**config.mk**
```make
export PLATFORM = sky130hd
export DESIGN_NAME = qawd_seq
export DESIGN_NICKNAME = d
export VERILOG_FILES = /design/src/rtl/qawd_pkg.sv /design/src/rtl/qawd_cycle_timer.sv /design/src/rtl/qawd_answer_tally.sv /design/src/rtl/qawd_question_gen.sv /design/src/rtl/qawd_verdict.sv /design/src/rtl/qawd_seq.sv
export SDC_FILE = /design/constraint.sdc
export NUM_CORES = 1
export LEC_CHECK = 0
export ABC_AREA = 1
export BUFFER_PORTS_ARGS = -buffer_cell sky130_fd_sc_hd__buf_2
export CAP_MARGIN = 20
export CORE_MARGIN = 2
export CORE_UTILIZATION = 55
export CTS_CLUSTER_DIAMETER = 60
export DETAILED_ROUTE_END_ITERATION = 10
export GPL_TIMING_DRIVEN = 0
export HOLD_SLACK_MARGIN = 0.06
export PLACE_DENSITY = 0.77
export SLEW_MARGIN = 20
export SYNTH_ARGS = -nofsm -noshare
export SYNTH_HDL_FRONTEND = slang
export SYNTH_HIERARCHICAL = 1
export SYNTH_SLANG_ARGS = --single-unit
```
**constraint.sdc**
```tcl
create_clock -name clk -period 5.8 [get_ports clk]
set_clock_uncertainty 0.05 [all_clocks]
set_input_delay 0.87 -clock clk [delete_from_list [all_inputs] [get_ports clk]]
set_output_delay 0.87 -clock clk [all_outputs]
set_load 0.1 [all_outputs]
```
**src/rtl/qawd_pkg.sv**
```systemverilog
// qawd_pkg: shared constants and pure functions of the Q&A watchdog.
// Assumes a 4-bit question and 2-bit answer index, fixed by the answer rule.
package qawd_pkg;

    localparam int QW    = 4;
    localparam int IDX_W = 2;
    localparam int BYTE_W = 8;
    localparam int TALLY_W = 3;

    // Window phase of the cycle timer.
    typedef enum logic {
        PH_WIN1 = 1'b0,
        PH_WIN2 = 1'b1
    } qawd_phase_e;

    // Base byte of a question: the answer expected at index 0.
    function automatic logic [BYTE_W-1:0] qawd_base(input logic [QW-1:0] q);
        logic [BYTE_W-1:0] b;
        case (q)
            4'h0: b = 8'h00;
            4'h1: b = 8'h4F;
            4'h2: b = 8'h16;
            4'h3: b = 8'h59;
            4'h4: b = 8'h8A;
            4'h5: b = 8'hC5;
            4'h6: b = 8'h9C;
            4'h7: b = 8'hD3;
            4'h8: b = 8'h2D;
            4'h9: b = 8'h62;
            4'hA: b = 8'h3B;
            4'hB: b = 8'h74;
            4'hC: b = 8'hA7;
            4'hD: b = 8'hE8;
            4'hE: b = 8'hB1;
            default: b = 8'hFE;
        endcase
        return b;
    endfunction

    // Expected byte: index bit 0 inverts the high nibble, bit 1 the low nibble.
    function automatic logic [BYTE_W-1:0] qawd_expected(input logic [QW-1:0] q,
                                                        input logic [IDX_W-1:0] idx);
        return qawd_base(q) ^ {{4{idx[0]}}, {4{idx[1]}}};
    endfunction

    // Next question: x^4+x^3+1 shift register, zero replaced by one.
    function automatic logic [QW-1:0] qawd_next_q(input logic [QW-1:0] q);
        logic [QW-1:0] n;
        n = {q[2:0], q[3] ^ q[2]};
        return (n == '0) ? 4'h1 : n;
    endfunction

endpackage

```
**src/rtl/qawd_cycle_timer.sv**
```systemverilog
// qawd_cycle_timer: splits a watchdog cycle into window 1 and window 2.
// Assumes restart is a one-clock pulse from the end cycle; a length of 0
// is treated as 1. Holds on the last window-2 clock until restarted.
module qawd_cycle_timer
    import qawd_pkg::*;
#(
    parameter int TIMER_W = 16
) (
    input  logic               clk,
    input  logic               rst_n,
    input  logic               restart,
    input  logic [TIMER_W-1:0] win1_len,
    input  logic [TIMER_W-1:0] win2_len,
    output logic               in_win2,
    output logic               win2_last
);

    qawd_phase_e        phase_q;
    logic [TIMER_W-1:0] cnt_q;
    logic [TIMER_W-1:0] win1_top;
    logic [TIMER_W-1:0] win2_top;

    // Last count value of each window.
    always_comb begin
        win1_top = (win1_len == '0) ? '0 : win1_len - 1'b1;
        win2_top = (win2_len == '0) ? '0 : win2_len - 1'b1;
    end

    // Window phase and position counter.
    always_ff @(posedge clk) begin
        if (!rst_n || restart) begin
            phase_q <= PH_WIN1;
            cnt_q   <= '0;
        end else if (phase_q == PH_WIN1) begin
            if (cnt_q >= win1_top) begin
                phase_q <= PH_WIN2;
                cnt_q   <= '0;
            end else begin
                cnt_q <= cnt_q + 1'b1;
            end
        end else if (cnt_q < win2_top) begin
            cnt_q <= cnt_q + 1'b1;
        end
    end

    // Phase outputs.
    always_comb begin
        in_win2   = (phase_q == PH_WIN2);
        win2_last = (phase_q == PH_WIN2) && (cnt_q >= win2_top);
    end

endmodule

```
**src/rtl/qawd_answer_tally.sv**
```systemverilog
// qawd_answer_tally: checks answer bytes and counts them per window.
// Assumes accept is already masked during the end cycle; clear wins over
// accept. Produces the pass verdict from the tallies of the cycle.
module qawd_answer_tally
    import qawd_pkg::*;
(
    input  logic              clk,
    input  logic              rst_n,
    input  logic              clear,
    input  logic              accept,
    input  logic              in_win2,
    input  logic [BYTE_W-1:0] data,
    input  logic [QW-1:0]     question,
    output logic [IDX_W-1:0]  idx,
    output logic              last_answer,
    output logic              wrong_now,
    output logic              bad_seen,
    output logic              pass_ok
);

    logic [TALLY_W-1:0] total_q;
    logic [TALLY_W-1:0] win1_n_q;
    logic [TALLY_W-1:0] win2_n_q;
    logic               bad_q;
    logic [IDX_W-1:0]   idx_q;

    // Byte comparison against the expected answer for this position.
    always_comb begin
        wrong_now   = accept && (data != qawd_expected(question, idx_q));
        last_answer = accept && (total_q == TALLY_W'(3));
    end

    // Per-window counters, index and wrong-byte memory.
    always_ff @(posedge clk) begin
        if (!rst_n || clear) begin
            total_q  <= '0;
            win1_n_q <= '0;
            win2_n_q <= '0;
            bad_q    <= 1'b0;
            idx_q    <= '1;
        end else if (accept) begin
            total_q <= total_q + 1'b1;
            idx_q   <= idx_q - 1'b1;
            if (in_win2) win2_n_q <= win2_n_q + 1'b1;
            else         win1_n_q <= win1_n_q + 1'b1;
            if (wrong_now) bad_q <= 1'b1;
        end
    end

    // Verdict of the cycle.
    always_comb begin
        idx      = idx_q;
        bad_seen = bad_q;
        pass_ok  = (win1_n_q == TALLY_W'(3)) && (win2_n_q == TALLY_W'(1)) && !bad_q;
    end

endmodule

```
**src/rtl/qawd_question_gen.sv**
```systemverilog
// qawd_question_gen: holds the question and steps it on a passing cycle.
// Assumes advance is a single-clock pulse.
module qawd_question_gen
    import qawd_pkg::*;
(
    input  logic          clk,
    input  logic          rst_n,
    input  logic          advance,
    output logic [QW-1:0] question
);

    logic [QW-1:0] q_q;

    // Question register.
    always_ff @(posedge clk) begin
        if (!rst_n)       q_q <= '0;
        else if (advance) q_q <= qawd_next_q(q_q);
    end

    assign question = q_q;

endmodule

```
**src/rtl/qawd_verdict.sv**
```systemverilog
// qawd_verdict: failure counter and error flags.
// Assumes cycle_end is a one-clock pulse carrying a valid pass decision.
module qawd_verdict #(
    parameter int FAIL_W = 4
) (
    input  logic              clk,
    input  logic              rst_n,
    input  logic              cycle_end,
    input  logic              pass,
    input  logic              bad_seen,
    input  logic              wrong_now,
    output logic [FAIL_W-1:0] fail_cnt,
    output logic              ans_err,
    output logic              wd_err
);

    localparam logic [FAIL_W-1:0] FAIL_MAX = '1;

    logic [FAIL_W-1:0] cnt_q;
    logic              ans_err_q;
    logic              wd_err_q;

    // Saturating failure counter, stepped once per cycle.
    always_ff @(posedge clk) begin
        if (!rst_n) begin
            cnt_q <= '0;
        end else if (cycle_end) begin
            if (pass) begin
                if (cnt_q != '0) cnt_q <= cnt_q - 1'b1;
            end else if (cnt_q != FAIL_MAX) begin
                cnt_q <= cnt_q + 1'b1;
            end
        end
    end

    // Error flags: set by wrong bytes, reloaded with the cycle verdict.
    always_ff @(posedge clk) begin
        if (!rst_n) begin
            ans_err_q <= 1'b0;
            wd_err_q  <= 1'b0;
        end else if (cycle_end) begin
            ans_err_q <= bad_seen;
            wd_err_q  <= !pass;
        end else if (wrong_now) begin
            ans_err_q <= 1'b1;
            wd_err_q  <= 1'b1;
        end
    end

    assign fail_cnt = cnt_q;
    assign ans_err  = ans_err_q;
    assign wd_err   = wd_err_q;

endmodule

```
**src/rtl/qawd_seq.sv**
```systemverilog
// qawd_seq: windowed multi-answer challenge-response watchdog.
// Assumes at most one answer write per clock. A cycle ends on its fourth
// accepted write or when window 2 expires; one end cycle follows, in which
// writes are dropped, the verdict is applied and the timer restarts.
module qawd_seq
    import qawd_pkg::*;
#(
    parameter int TIMER_W = 16,
    parameter int FAIL_W  = 4
) (
    input  logic               clk,
    input  logic               rst_n,
    input  logic [TIMER_W-1:0] win1_len,
    input  logic [TIMER_W-1:0] win2_len,
    input  logic               ans_we,
    input  logic [7:0]         ans_data,
    output logic [3:0]         question,
    output logic [1:0]         ans_idx,
    output logic [FAIL_W-1:0]  fail_cnt,
    output logic               ans_err,
    output logic               wd_err,
    output logic               in_win2,
    output logic               cycle_end
);

    logic end_q;
    logic accept;
    logic win2_last;
    logic last_answer;
    logic wrong_now;
    logic bad_seen;
    logic pass_ok;
    logic win2_now;

    // Writes count only outside the end cycle.
    assign accept = ans_we && !end_q;

    // End-cycle strobe.
    always_ff @(posedge clk) begin
        if (!rst_n) end_q <= 1'b0;
        else        end_q <= !end_q && (last_answer || win2_last);
    end

    qawd_cycle_timer #(.TIMER_W(TIMER_W)) timer_i (
        .clk       (clk),
        .rst_n     (rst_n),
        .restart   (end_q),
        .win1_len  (win1_len),
        .win2_len  (win2_len),
        .in_win2   (win2_now),
        .win2_last (win2_last)
    );

    qawd_answer_tally tally_i (
        .clk         (clk),
        .rst_n       (rst_n),
        .clear       (end_q),
        .accept      (accept),
        .in_win2     (win2_now),
        .data        (ans_data),
        .question    (question),
        .idx         (ans_idx),
        .last_answer (last_answer),
        .wrong_now   (wrong_now),
        .bad_seen    (bad_seen),
        .pass_ok     (pass_ok)
    );

    qawd_question_gen qgen_i (
        .clk      (clk),
        .rst_n    (rst_n),
        .advance  (end_q && pass_ok),
        .question (question)
    );

    qawd_verdict #(.FAIL_W(FAIL_W)) verdict_i (
        .clk       (clk),
        .rst_n     (rst_n),
        .cycle_end (end_q),
        .pass      (pass_ok),
        .bad_seen  (bad_seen),
        .wrong_now (wrong_now),
        .fail_cnt  (fail_cnt),
        .ans_err   (ans_err),
        .wd_err    (wd_err)
    );

    assign in_win2   = win2_now;
    assign cycle_end = end_q;

endmodule

```
# Word-level counts from Yosys, hierarchy flattened
# Memory sizes are Yosys's and may differ from the RTL's. A register that Yosys moved wholly into a read port is not among the register bits.
# Index checks and enable logic that the tools add are counted.
# word_totals
reg_bits	40
romBits	128
in_bits	43
word_cells	75
n_memories	1
# op_classes
n_addsub	9
magnitude_cmp	3
eq_ne	7
n_mux	16
bitwise_logic	3
reduce_logical	24
# mem_list
memory	depth	width	read_ports	rd_ports_with_merged_regs	wr	line	rtl
(no name shown)	16	8	1	1	0	qawd_pkg.sv:19	case (q)
# op_table
op	n
16-bit 2-to-1 mux	5
16-bit >= comparator	2
16-bit logical NOT	2
16-bit by 1-bit subtractor with 16-bit output (second input constant)	2
4-bit 2-to-1 mux	6
16-bit by 1-bit adder with 16-bit output (second input constant)	1
16-bit less-than comparator	1
3-bit by 1-bit adder with 3-bit output (second input constant)	3
1-bit logical AND	8
8-bit != test	1
8-bit bitwise XOR	1
3-bit by 2-bit equality test with 1-bit output (second input constant)	2
2-bit AND reduction	3
1-bit 2-to-1 mux	5
4-bit by 1-bit adder with 4-bit output (second input constant)	1
1-bit logical NOT	4
4-bit logical NOT	1
4-bit != test (second input constant)	1
2-bit nonzero test	2
4-bit nonzero test	1
4-bit by 1-bit subtractor with 4-bit output (second input constant)	1
3-bit by 1-bit equality test with 1-bit output (second input constant)	1
3-bit AND reduction	1
1-bit logical OR	2
other kinds (5)	5

# Depth between registers and ports, before layout
# depth
ltp_word	6
mapped_depth	22
depth_no_buf	22

# Hierarchy
# The synthesis kept the hierarchy.
# by_module_without_submodules
mod	n_inst	cells_per_inst	area_each_um2	seq_area_each_um2
qawd_cycle_timer	1	444	2683.8	340.3
qawd_answer_tally	1	159	920.9	240.2
qawd_verdict	1	56	386.6	120.1
qawd_question_gen	1	22	163.9	80.1
qawd_seq	1	9	52.6	20.0

# Least setup slack after synthesis
# OpenSTA, ideal clock, no wires.
# synth_timing
path_kind	input to register
startpoint	input port win1_len[0]
endpoint	register timer_i.cnt_q[12]
arrival_time_ns	2.837
required_ns	5.686
setup_slack_ns	2.849
path_stages	18
n_path_buf	1
cell_sequence	inv_1 -> ha_1 -> nand2_2 -> nor2_4 -> nand2_2 -> nor3_2 -> nand2_1 -> a21oi_1 -> o21ai_1 -> ha_1 -> nand2_1 -> o21ai_0 -> a21oi_1 -> nand2_1 -> nand2_1 -> buf_2 -> nand3_1 -> nor2_1
# synth_between
elab_chain_cells	5
elab_cells_between_ends	6
classes_between	add/sub: 1; order compare: 1; mux: 3; reduce/logical: 1
# synth_rtl
element	line	rtl
from (decl)	qawd_seq.sv:13	input logic [TIMER_W-1:0] win1_len,
16-bit by 1-bit subtractor with 16-bit output or 16-bit logical NOT (tied branches)	qawd_cycle_timer.sv:25	win1_top = (win1_len == '0) ? '0 : win1_len - 1'b1;
16-bit 2-to-1 mux (*)	qawd_cycle_timer.sv:25	
16-bit >= comparator (*)	qawd_cycle_timer.sv:35	if (cnt_q >= win1_top) begin
16-bit 2-to-1 mux (*)	qawd_cycle_timer.sv:35	
16-bit 2-to-1 mux (*)	qawd_cycle_timer.sv:34	end else if (phase_q == PH_WIN1) begin
to (signal assigned)	qawd_cycle_timer.sv:39	cnt_q <= cnt_q + 1'b1;
to (signal assigned)	qawd_cycle_timer.sv:42	cnt_q <= cnt_q + 1'b1;
to (decl)	qawd_cycle_timer.sv:19	logic [TIMER_W-1:0] cnt_q;
# Every way passes the cells marked *; elsewhere a longest branch is shown, timed or not.
# A chain may end at the register's enable or synchronous reset.

# Worst setup path in the final report
# layout_timing
startpoint	input port win1_len[2]
endpoint	register timer_i.cnt_q[12]
# Same word-level chain as after synthesis.

==> impl_metrics.yaml <==
synthesis:
  synth_cell_type_count: 40
  syn_area_um2: 4210
  synth_edf_count: 0
  syn_nets: 779
  yosysWarnings: 6
  avgSynthCellArea_um2: 6.10
  ys.flop_type: "dfxtp_1"
  ys_async_sr_fraction_pct: 0
  netlist_instances: 690
  ys_seq_elements: 40
  ys_seq_area_share_pct: 19.0
clocking:
  cts-root-buf: "clkbuf_8"
  insertion_delay_ns: 0.28
  clock_path_buffers: 2
  cts_buffers: 5
  htreeDepth: 2
  path_clk_slew_ns: 0.08
  cts_hold_buf: 0
  cts_tree: "yes"
  postCtsSetupBuffers: 0
  clock-sinks: 40
  ctsResizeCount: 0
pwr:
  switching_power_uw: 201
  ir_worst_vdd_mv: 0.128
  p_leak_nw: 2.56
  clkPwrFrac_pct: 37.0
  combPwrFrac_pct: 21.9
  p_seq_share_pct: 41.2
  p_per_area_nw_per_um2: 150
  switching_share_pct: 28.3
  intPower_uw: 509
drt:
  wl_per_cell_um: 11.9
  vias: 4372
  drt_pass1_iterations: 5
  drt_iter0_drc: 292
  drt_wl_total_mm: 10.1
  drcViolationCount: 0
  ant_nets: 0
  viasPerCell: 5.13
worst_setup_path:
  path_cells: "buf_2 -> nor2_1 -> nand2_1 -> nor2_2 -> nand3_1 -> nor2_1 -> a21oi_1 -> nor2_1 -> nand2_1 -> ha_1 -> a21oi_1 -> o21ai_0 -> a21oi_1 -> nand2_1 -> nand2_1 -> buf_2 -> nand3_1 -> nor2_1"
  worstSetupPathType: "input pin to flip-flop"
  critPathBufInv: 2
  worst_setup_path_end_kind: "flip-flop"
  crit_fanout: 10
  r2r_cells: 11
  slowest_delay_ns: 0.30
  worst-path-stages: 18
  worstPathArrival_ns: 3.42
  critical_path.top_delay_family: "simple AND/OR/NAND/NOR gates"
  crit_required_ns: 5.98
  cp_slowest_cell: "ha_1"
  r2r_end: "verdict_i/fail_cnt[3]"
  start_kind: "input pin"
  ff2ff_setup_slack_ns: 3.42
  r2r-start: "tally_i/win1_n_q[0]"
timing:
  layout_min_cycle_time_ns: 3.24
  setup_viol: 0
  post-route-period-util_pct: 55.9
  fmax_mhz: 309
  drv_slew: 0
  rsz0062_at_grt: "false"
  max-slew-margin-rel_pct: 45.4
  tightest_slew_ns: 0.812
  setup_tns_ns: 0
  final_hold_viol_count: 0
die:
  rows: 31
  die-area_um2: 8370
  die-height_um: 91.5
  start_util_pct: 57.4
  boundaryPins: 57
  core_area_um2: 7330
  die_width_um: 91.5
place:
  postPlaceCellArea_um2: 4610
  dpl.cell_count: 845
  io_buffers: 56
  hpwl_mm: 8.09
  place.gp.congestion: 0.901
hold_path:
  min_path_type: "flip-flop to flip-flop"
  hold_start: "tally_i/total_q[1]"
  holdPathStages: 2
  min_to: "tally_i/total_q[1]"
finish:
  final_common_cell: "nand2_1"
  final_cell_mix: "191 x nand2_1, 110 x inv_1, 81 x nor2_1"
  drive_above_1_share_pct: 16.3
  antenna_cells: 0
  register_area_um2: 801
  fill_cells: 694
  layoutNonFillerInstCount: 852
  final_cell_area_um2: 4740
  area_growth_pct: 12.7
  nNetsFinal: 842
  multi_input_area_um2: 2890
global_route:
  overflow: 0
  antenna_found_initial: 0
  first_global_vias: 3956
  grt_max_degree: 14
  grtUsageTotal_pct: 24.2
  grt_first_pass_wirelength_mm: 17.2
job:
  max-cap-violations: 0
outcome:
  outcome: "complete, no violations"
==> area by class of cell <==
type	instances	share of cell area, %
plain buffers	8	1.40
clock buffers	5	1.45
clock inverters	2	1.27
inverters	119	9.47
multi-input cells	523	61.0
flip-flops and latches	40	16.9
well taps	99	2.61
repair buffers	56	5.91
==> logic make-up (layout without fill, tap and decap cells) <==
kind of cell    Yosys count  after routing  share of synthesized area, %
flops                    40             40                          19.0
compound gates           63             63                          8.33
fa+ha+maj                46             46                          13.9
simple gates            396            396                          42.8
buf+inv                 127            190                          12.3
xor+xnor                 18             18                          3.75
==> sequential cells by signal (all words and copies together), names as in the netlist, 2 cells and up <==
name and count:
tally_i/total_q 3, tally_i/idx 2, verdict_i/fail_cnt 4, tally_i/win2_n_q 3, qgen_i/question 4, timer_i/cnt_q 16
tally_i/win1_n_q 3
==> power by group through the flow <==
| stage | registers (mW) | clock network (mW) | logic (mW) |
|---|---|---|---|
| finish | 0.292 | 0.262 | 0.155 |
| global route | 0.294 | 0.278 | 0.177 |
| CTS | 0.292 | 0.268 | 0.155 |
| detailed placement | 0.299 | 0 | 0.153 |
| global placement | 0.298 | 0 | 0.147 |
| floorplan | 0.314 | 0 | 0.0896 |
==> routing by layer <==
layer | vias up | share of wire (%) | track usage (%) | wire (um)
li1 | 2317 | - | - | -
met1 | 1937 | 47 | 32.0 | 4770
met2 | 110 | 48 | 41.7 | 4850
met3 | 8 | 4.7 | 3.49 | 472
met4 | 0 | 0.49 | 4.80 | 50
met5 | - | 0 | 0 | 0
==> worst reg2reg max path, cell delays in order, from the launching register on <==
cell and delay [ns]:
dfxtp_1 0.35, ha_1 0.15, ha_1 0.14, nand2_1 0.06
nor3_1 0.63, ha_1 0.40, a21oi_1 0.18, nand2_1 0.07
nand2_1 0.06, nand2_1 0.04, nor2_1 0.10, nor2_2 0.05
==> metrics by stage <==
step	hold slack [ns]	setup slack [ns]	util, %	power (mW)
finish	0.420	2.56	64.7	0.710
global route	0.450	2.29	64.7	0.749
CTS	0.424	2.58	64.7	0.715
global placement	0.385	2.34	62.9	0.445
floorplan	0.373	2.85	-	0.404
detailed placement	0.413	2.28	62.9	0.452
==> cell usage after synthesis, types with 3 or more instances <==
cell type	instances	area share (%)
nor3_1	6	0.71
nand3_1	53	6.3
or2_2	9	1.3
nor2_2	9	1.3
nor2_1	81	7.2
o21bai_1	5	0.89
nor4_1	3	0.45
ha_1	45	13
xnor2_1	6	1.2
o21ai_1	3	0.36
buf_6	4	1.1
a21oi_2	3	0.62
a21oi_1	31	3.7
dfxtp_1	40	19
nand2_2	8	1.2
nand2_1	191	17
inv_1	110	9.8
xor2_1	12	2.5
nor3_2	4	0.95
inv_2	8	0.71
o21ai_0	18	2.1
nand4_1	20	3.0
==> worst max-delay path by stage <==
stage | end | start | slack, ns
floorplan | timer_i/cnt_q[12] | win1_len[0] | 2.85
global placement | cycle_end | win2_len[2] | 2.34
detailed placement | timer_i/cnt_q[12] | win1_len[2] | 2.28
CTS | timer_i/cnt_q[12] | win1_len[2] | 2.58
global route | cycle_end | win2_len[7] | 2.29
finish | timer_i/cnt_q[12] | win1_len[2] | 2.56
No activity file was read; power rests on OpenSTA's default activity.
